$ cat src/rtl/pic_pkg.sv
package pic_pkg;
  typedef enum logic [1:0] {
    MODE_FIXED  = 2'b00,
    MODE_LATEST = 2'b01,
    MODE_ROTATE = 2'b10
  } pic_mode_e;
endpackage

$ cat src/rtl/pic_capture.sv
module pic_capture #(
  parameter int N = 8
) (
  input  logic         clk_i,
  input  logic         rst_ni,
  input  logic [N-1:0] irq_i,
  input  logic [N-1:0] edge_i,
  input  logic [N-1:0] clr_i,
  output logic [N-1:0] pend_o,
  output logic [N-1:0] rise_o
);
  for (genvar g = 0; g < N; g++) begin : g_line
    logic prev_q, lat_q;
    assign rise_o[g] = irq_i[g] & ~prev_q;
    always_ff @(posedge clk_i or negedge rst_ni) begin
      if (!rst_ni) begin
        prev_q <= 1'b0;
        lat_q  <= 1'b0;
      end else begin
        prev_q <= irq_i[g];
        // a fresh edge wins over a same-cycle clear
        lat_q  <= (rise_o[g] & edge_i[g]) | (lat_q & ~clr_i[g]);
      end
    end
    assign pend_o[g] = edge_i[g] ? lat_q : prev_q;
  end
endmodule

$ cat src/rtl/pic_arbiter.sv
module pic_arbiter import pic_pkg::*; #(
  parameter int N  = 8,
  parameter int IW = 3,
  parameter int LW = 4
) (
  input  pic_mode_e     mode_i,
  input  logic [IW-1:0] ptr_i,
  input  logic [LW-1:0] last_i,
  input  logic [N-1:0]  pend_i,
  input  logic [N-1:0]  en_i,
  input  logic [N-1:0]  isr_i,
  input  logic          nmi_pend_i,
  input  logic          nmi_isr_i,
  output logic          req_o,
  output logic          sel_nmi_o,
  output logic [IW-1:0] sel_idx_o,
  output logic          eoi_any_o,
  output logic [IW-1:0] eoi_idx_o
);
  int         rank_w [N];
  logic [N-1:0] cand_w;

  always_comb begin
    for (int i = 0; i < N; i++) begin
      if (mode_i == MODE_ROTATE)      rank_w[i] = (i + N - int'(ptr_i)) % N;
      else if (mode_i == MODE_LATEST) rank_w[i] = 0;
      else                            rank_w[i] = i;
    end
  end

  always_comb begin
    int floor_r;
    int best_r;
    logic any_c;
    floor_r   = N;
    eoi_any_o = 1'b0;
    eoi_idx_o = '0;
    for (int i = 0; i < N; i++) begin
      if (isr_i[i] && rank_w[i] < floor_r) begin
        floor_r   = rank_w[i];
        eoi_any_o = 1'b1;
        eoi_idx_o = IW'(i);
      end
    end
    for (int i = 0; i < N; i++) begin
      cand_w[i] = pend_i[i] & en_i[i] & ~isr_i[i] & ~nmi_isr_i & (rank_w[i] < floor_r);
    end
    best_r    = N;
    any_c     = 1'b0;
    sel_idx_o = '0;
    for (int i = 0; i < N; i++) begin
      if (cand_w[i] && rank_w[i] < best_r) begin
        best_r    = rank_w[i];
        any_c     = 1'b1;
        sel_idx_o = IW'(i);
      end
    end
    if (mode_i == MODE_LATEST && last_i < LW'(N) && cand_w[last_i[IW-1:0]])
      sel_idx_o = last_i[IW-1:0];
    sel_nmi_o = nmi_pend_i & ~nmi_isr_i;
    req_o     = sel_nmi_o | any_c;
  end
endmodule

$ cat src/rtl/prio_irq_ctrl.sv
module prio_irq_ctrl import pic_pkg::*; #(
  parameter  int N  = 8,
  localparam int IW = (N > 1) ? $clog2(N) : 1,
  localparam int LW = $clog2(N + 1),
  localparam int VW = $clog2(N + 2)
) (
  input  logic          clk_i,
  input  logic          rst_ni,
  input  logic [N-1:0]  irq_i,
  input  logic          nmi_i,
  input  logic          en_we_i,
  input  logic [N-1:0]  en_wdata_i,
  input  logic          trig_we_i,
  input  logic [N-1:0]  trig_wdata_i,
  input  logic          mode_we_i,
  input  logic [1:0]    mode_wdata_i,
  input  logic          ack_i,
  input  logic          eoi_i,
  output logic          irq_o,
  output logic [VW-1:0] vec_o,
  output logic [N:0]    in_service_o
);
  localparam logic [VW-1:0] VEC_SPUR = VW'(N + 1);

  logic [N-1:0]  en_q, trig_q, isr_q, isr_d, ack_clr;
  logic [N:0]    pend_all, rise_all;
  logic          nmi_isr_q, nmi_isr_d, nmi_clr;
  pic_mode_e     mode_q, mode_dec;
  logic [IW-1:0] ptr_q, ptr_nx, sel_idx, eoi_idx;
  logic [LW-1:0] last_q, newest;
  logic          req, sel_nmi, eoi_any, ack_fire, rot_step;
  logic [VW-1:0] vec_q, ack_vec;

  pic_capture #(.N(N + 1)) u_cap (
    .clk_i  (clk_i),
    .rst_ni (rst_ni),
    .irq_i  ({nmi_i, irq_i}),
    .edge_i ({1'b1, trig_q}),
    .clr_i  ({nmi_clr, ack_clr}),
    .pend_o (pend_all),
    .rise_o (rise_all)
  );

  pic_arbiter #(.N(N), .IW(IW), .LW(LW)) u_arb (
    .mode_i     (mode_q),
    .ptr_i      (ptr_q),
    .last_i     (last_q),
    .pend_i     (pend_all[N-1:0]),
    .en_i       (en_q),
    .isr_i      (isr_q),
    .nmi_pend_i (pend_all[N]),
    .nmi_isr_i  (nmi_isr_q),
    .req_o      (req),
    .sel_nmi_o  (sel_nmi),
    .sel_idx_o  (sel_idx),
    .eoi_any_o  (eoi_any),
    .eoi_idx_o  (eoi_idx)
  );

  always_comb begin
    unique case (mode_wdata_i)
      2'b01:   mode_dec = MODE_LATEST;
      2'b10:   mode_dec = MODE_ROTATE;
      default: mode_dec = MODE_FIXED;
    endcase
  end

  // lowest index among simultaneous rises; index N marks the non-maskable line
  always_comb begin
    newest = '0;
    for (int i = N; i >= 0; i--) begin
      if (rise_all[i]) newest = LW'(i);
    end
  end

  assign ack_fire = ack_i & req;
  assign nmi_clr  = ack_fire & sel_nmi;
  assign ack_clr  = (ack_fire && !sel_nmi) ? (N'(1) << sel_idx) : '0;
  assign ack_vec  = sel_nmi ? '0 : VW'(sel_idx) + VW'(1);
  assign rot_step = eoi_i & ~nmi_isr_q & eoi_any & (mode_q == MODE_ROTATE);
  assign ptr_nx   = (eoi_idx == IW'(N - 1)) ? '0 : eoi_idx + IW'(1);

  always_comb begin
    isr_d     = isr_q;
    nmi_isr_d = nmi_isr_q;
    if (eoi_i) begin
      if (nmi_isr_q)    nmi_isr_d = 1'b0;
      else if (eoi_any) isr_d[eoi_idx] = 1'b0;
    end
    isr_d     = isr_d | ack_clr;
    nmi_isr_d = nmi_isr_d | nmi_clr;
  end

  always_ff @(posedge clk_i or negedge rst_ni) begin
    if (!rst_ni) begin
      en_q      <= '0;
      trig_q    <= '0;
      mode_q    <= MODE_FIXED;
      ptr_q     <= '0;
      last_q    <= '0;
      isr_q     <= '0;
      nmi_isr_q <= 1'b0;
      vec_q     <= VEC_SPUR;
    end else begin
      if (en_we_i)   en_q   <= en_wdata_i;
      if (trig_we_i) trig_q <= trig_wdata_i;
      if (mode_we_i) mode_q <= mode_dec;
      if (|rise_all) last_q <= newest;
      if (rot_step)  ptr_q  <= ptr_nx;
      isr_q     <= isr_d;
      nmi_isr_q <= nmi_isr_d;
      if (ack_i) vec_q <= ack_fire ? ack_vec : VEC_SPUR;
    end
  end

  assign irq_o        = req;
  assign vec_o        = vec_q;
  assign in_service_o = {nmi_isr_q, isr_q};
endmodule

$ cat config.mk
export PLATFORM = sky130hd
export DESIGN_NAME = prio_irq_ctrl
export DESIGN_NICKNAME = d
export VERILOG_FILES = /design/src/rtl/pic_pkg.sv /design/src/rtl/pic_capture.sv /design/src/rtl/pic_arbiter.sv /design/src/rtl/prio_irq_ctrl.sv
export SDC_FILE = /design/constraint.sdc
export NUM_CORES = 1
export LEC_CHECK = 0
export BUFFER_PORTS_ARGS = -buffer_cell sky130_fd_sc_hd__buf_2
export CAP_MARGIN = 20
export CORE_ASPECT_RATIO = 1.75
export CORE_MARGIN = 2
export CORE_UTILIZATION = 56
export CTS_CLUSTER_DIAMETER = 150
export DETAILED_ROUTE_END_ITERATION = 10
export PLACE_DENSITY = 0.85
export SYNTH_ARGS = -nofsm -noshare
export SYNTH_HDL_FRONTEND = slang
export SYNTH_HIERARCHICAL = 1
export SYNTH_SLANG_ARGS = --single-unit
$ cat constraint.sdc
create_clock -name clk_i -period 33.7 [get_ports clk_i]
set_clock_uncertainty 0.15 [all_clocks]
set_input_delay 3.37 -clock clk_i [delete_from_list [all_inputs] [get_ports clk_i]]
set_output_delay 3.37 -clock clk_i [all_outputs]
set_load 0.005 [all_outputs]
==> run metrics <==
status=finished clean; CTS Root Buffer Type=clkbuf_16; drt first pass iters=5; core area=about 10000 um^2; dominant cell type by area after synthesis=dfrtp_1; Mapped Cells=655; clock sinks=56; post-route ant nets=0; headroom to the max-slew limit=0.3475; chip height=136.8 um; crit-path leading delay family=compound AO/OA/AOI/OAI gates; initial core utilization=0.5729; synthesis-to-layout area growth=9.268%; Via density=6.940; Detailed Place HPWL=14230 um; slowest stage cell, crit path=a31oi_1; fraction of registers with async set/reset=1.000; number of synthesized flops with an enable pin=0; Final Routed Wirelength=18390 um; CP endpoint=u_cap/g_line[0].lat_q; routed via count=5705; GP Congestion=1.002; worst-path fanout max=11; Hold Vio Cnt, Final=0; Crit path required time=33.73 ns; Total GRT Usage=0.3413; ys flop type=dfrtp_1; post-cts sizing count=0; Synth warnings=6; CP startpoint=mode_q[1]; Worst EP arrival=16.38 ns; Routed wire per std cell=~22 um; Hold Buf Count CTS=0; Buffers & Inverters on Critical Path=4; Post-Syn Area=5643 um^2; Critical Path Start Type=flip-flop; final-report max-slew violation count=0; sequential fraction of the synthesis area=0.2488; Reg2Reg Setup Slack=17.36 ns; grt met3 use=0.03298; worst-margin pin slew=0.9742 ns; vias in the first global route=5715; largest net degree at the start of global routing=57; HP Class=flip-flop to flip-flop; M1 GR Usage=0.3460; num rows=48; CTS tree=yes; PortBufs=between 40 and 50; gr busiest metal=met2; antenna violations before repair=0; Post-CTS Setup Repair Bufs=0; Final Critical Period=16.34 ns; CTS buffer count=5; layout cells sized above 1=0.2109; FF-to-FF End=u_cap/g_line[0].lat_q; DRC=0; top-area cell type share of the netlist area=0.2395; GRT overflow=0; final setup vio count=0; RR Startpoint=mode_q[1]; synth top area cells=dfrtp_1 (24%), ha_1 (6.0%), nand2_1 (3.9%); unique cell type count in the Yosys netlist=about 110; Avg Cell Area, Syn=8.615 um^2; die area=10930 um^2; H-Tree Depth=2; post-route setup TNS=0 ns; Max clock buf depth=2; die width=79.88 um; Fmax achieved=roughly 0.061 GHz; Final Cycle Share=0.4849; global-route wire length before repair=28750 um; DR iter-0 viols=around 450; RSZ-0062 raised after global routing=no; Final nets=757; Setup CP Type=flip-flop to flip-flop; #FFs+latches synth=56; met2 GRT Util=0.6421; clock latency on the worst-skew pair=0.30 ns; Worst path max stage delay=0.74 ns; CTS clock-pin slew for the worst setup and hold paths=0.07 ns; Crit path depth=64; crit end category=flip-flop; io pins=48; reg2reg path depth=64; antenna cell count=0; maxcap violations=0
## synthesized netlist by cell type, drive strengths merged (3+ instances only)
cell type  count
nor3          18
or4            6
and3b          3
a32oi          5
a2bb2oi        4
xor2           3
and3           9
nand3b         6
or2            3
nand3         13
nor2          51
dfrtp         54
o32ai          3
o2111a         3
nand2         61
buf            9
a211o          6
inv           36
ha            27
a21oi         31
o22ai          4
o211ai         9
a31o           3
a21o          10
o21ai         52
nand4          3
a31oi          7
or3           11
clkbuf        12
a22o          15
o31ai         11
nand2b        14
mux2i          8
o21a           9
a311o          3
nor4          11
mux2          31
a211oi         9
a2111oi        4
and2          13
nor2b         19
o31a           5
## sequential cells by signal, summed over array words and instances, names as in the netlist, 3 cells and up
register,cells
en_q,8
u_cap/g_line.prev_q,9
vec_o,4
trig_q,8
last_q,4
u_cap/g_line.lat_q,9
ptr_q,3
isr_q,8
## logic make-up after synthesis
logic type / after synthesis / share of synthesized area
other: 1 / 0.0006646
and+or+nand+nor: 246 / 0.2450
DFF: 56 / 0.2488
muxes: 41 / 0.09268
AOI/OAI and AO/OA: 220 / 0.3004
buffers and inverters: 58 / 0.04235
xor gates and xnor gates: 4 / 0.006210
adders and majority gates: 29 / 0.06386
## final cells by class
| class | instances | area [um^2] |
|---|---|---|
| multi-input combinational | 542 | 4004 |
| fill | 865 | 3684 |
| sequential | 56 | 1404 |
| timing repair buffer | 54 | 287.8 |
| tap | 125 | 156.4 |
| inverter | 37 | 141.4 |
| clock buffer | 5 | 125.1 |
| clock inverter | 3 | 47.55 |
## cell usage in the layout, fill, tap and decap left out, types with 9 or more instances in the layout
cell type / instances
dfrtp_1: 54
nor4_1: 10
and3_1: 9
a22o_1: 15
buf_2: 47
nand3_1: 13
inv_1: 34
o31ai_1: 10
o21ai_0: 40
nand2_1: 59
nor2b_4: 9
a21oi_1: 28
nor2b_1: 10
mux2_2: 19
a21o_1: 9
or3_1: 11
and2_1: 13
nor2_1: 50
nand2b_1: 14
nor3_1: 18
mux2_4: 12
ha_1: 27
## routing by layer
| metal | vias to the layer above | wire length [um] |
|---|---|---|
| li1 | 2557 | - |
| met1 | 2762 | 6276 |
| met2 | 306 | 9966 |
| met3 | 80 | 952 |
| met4 | 0 | 1191 |
| met5 | - | 0 |
## worst min path at each step
stage                                     start               endpoint  slack, ns  cells past startpoint
after floorplan           u_cap/g_line[0].lat_q  u_cap/g_line[0].lat_q       0.32                      1
after global placement                 vec_o[3]               vec_o[3]       0.33                      2
after detailed placement               vec_o[3]               vec_o[3]       0.34                      2
after CTS                              vec_o[3]               vec_o[3]       0.35                      2
after global routing                   vec_o[3]               vec_o[3]       0.37                      2
final                                  vec_o[3]               vec_o[3]       0.35                      2
## worst min-delay path, stage by stage, from the launching register on
cell and delay, ns:
dfstp_2 0.37, nor2_1 0.08, a31oi_1 0.05
## through the flow
step                      utilization  instances  instance area (um^2)  setup slack, ns  hold slack (ns)
after global routing           0.6260        822                  6166            16.22           0.3709
final                          0.6260        822                  6166            17.36           0.3461
after detailed placement       0.6085        814                  5993            17.72           0.3416
after CTS                      0.6260        822                  6166            17.65           0.3466
after global placement         0.6085        814                  5993            18.27           0.3320
after floorplan                     -        656                  5647            19.94           0.3232
Power is left out: the tool's default activity adds up to more than one toggle a clock period on the data nets, which glitch-free logic cannot reach.
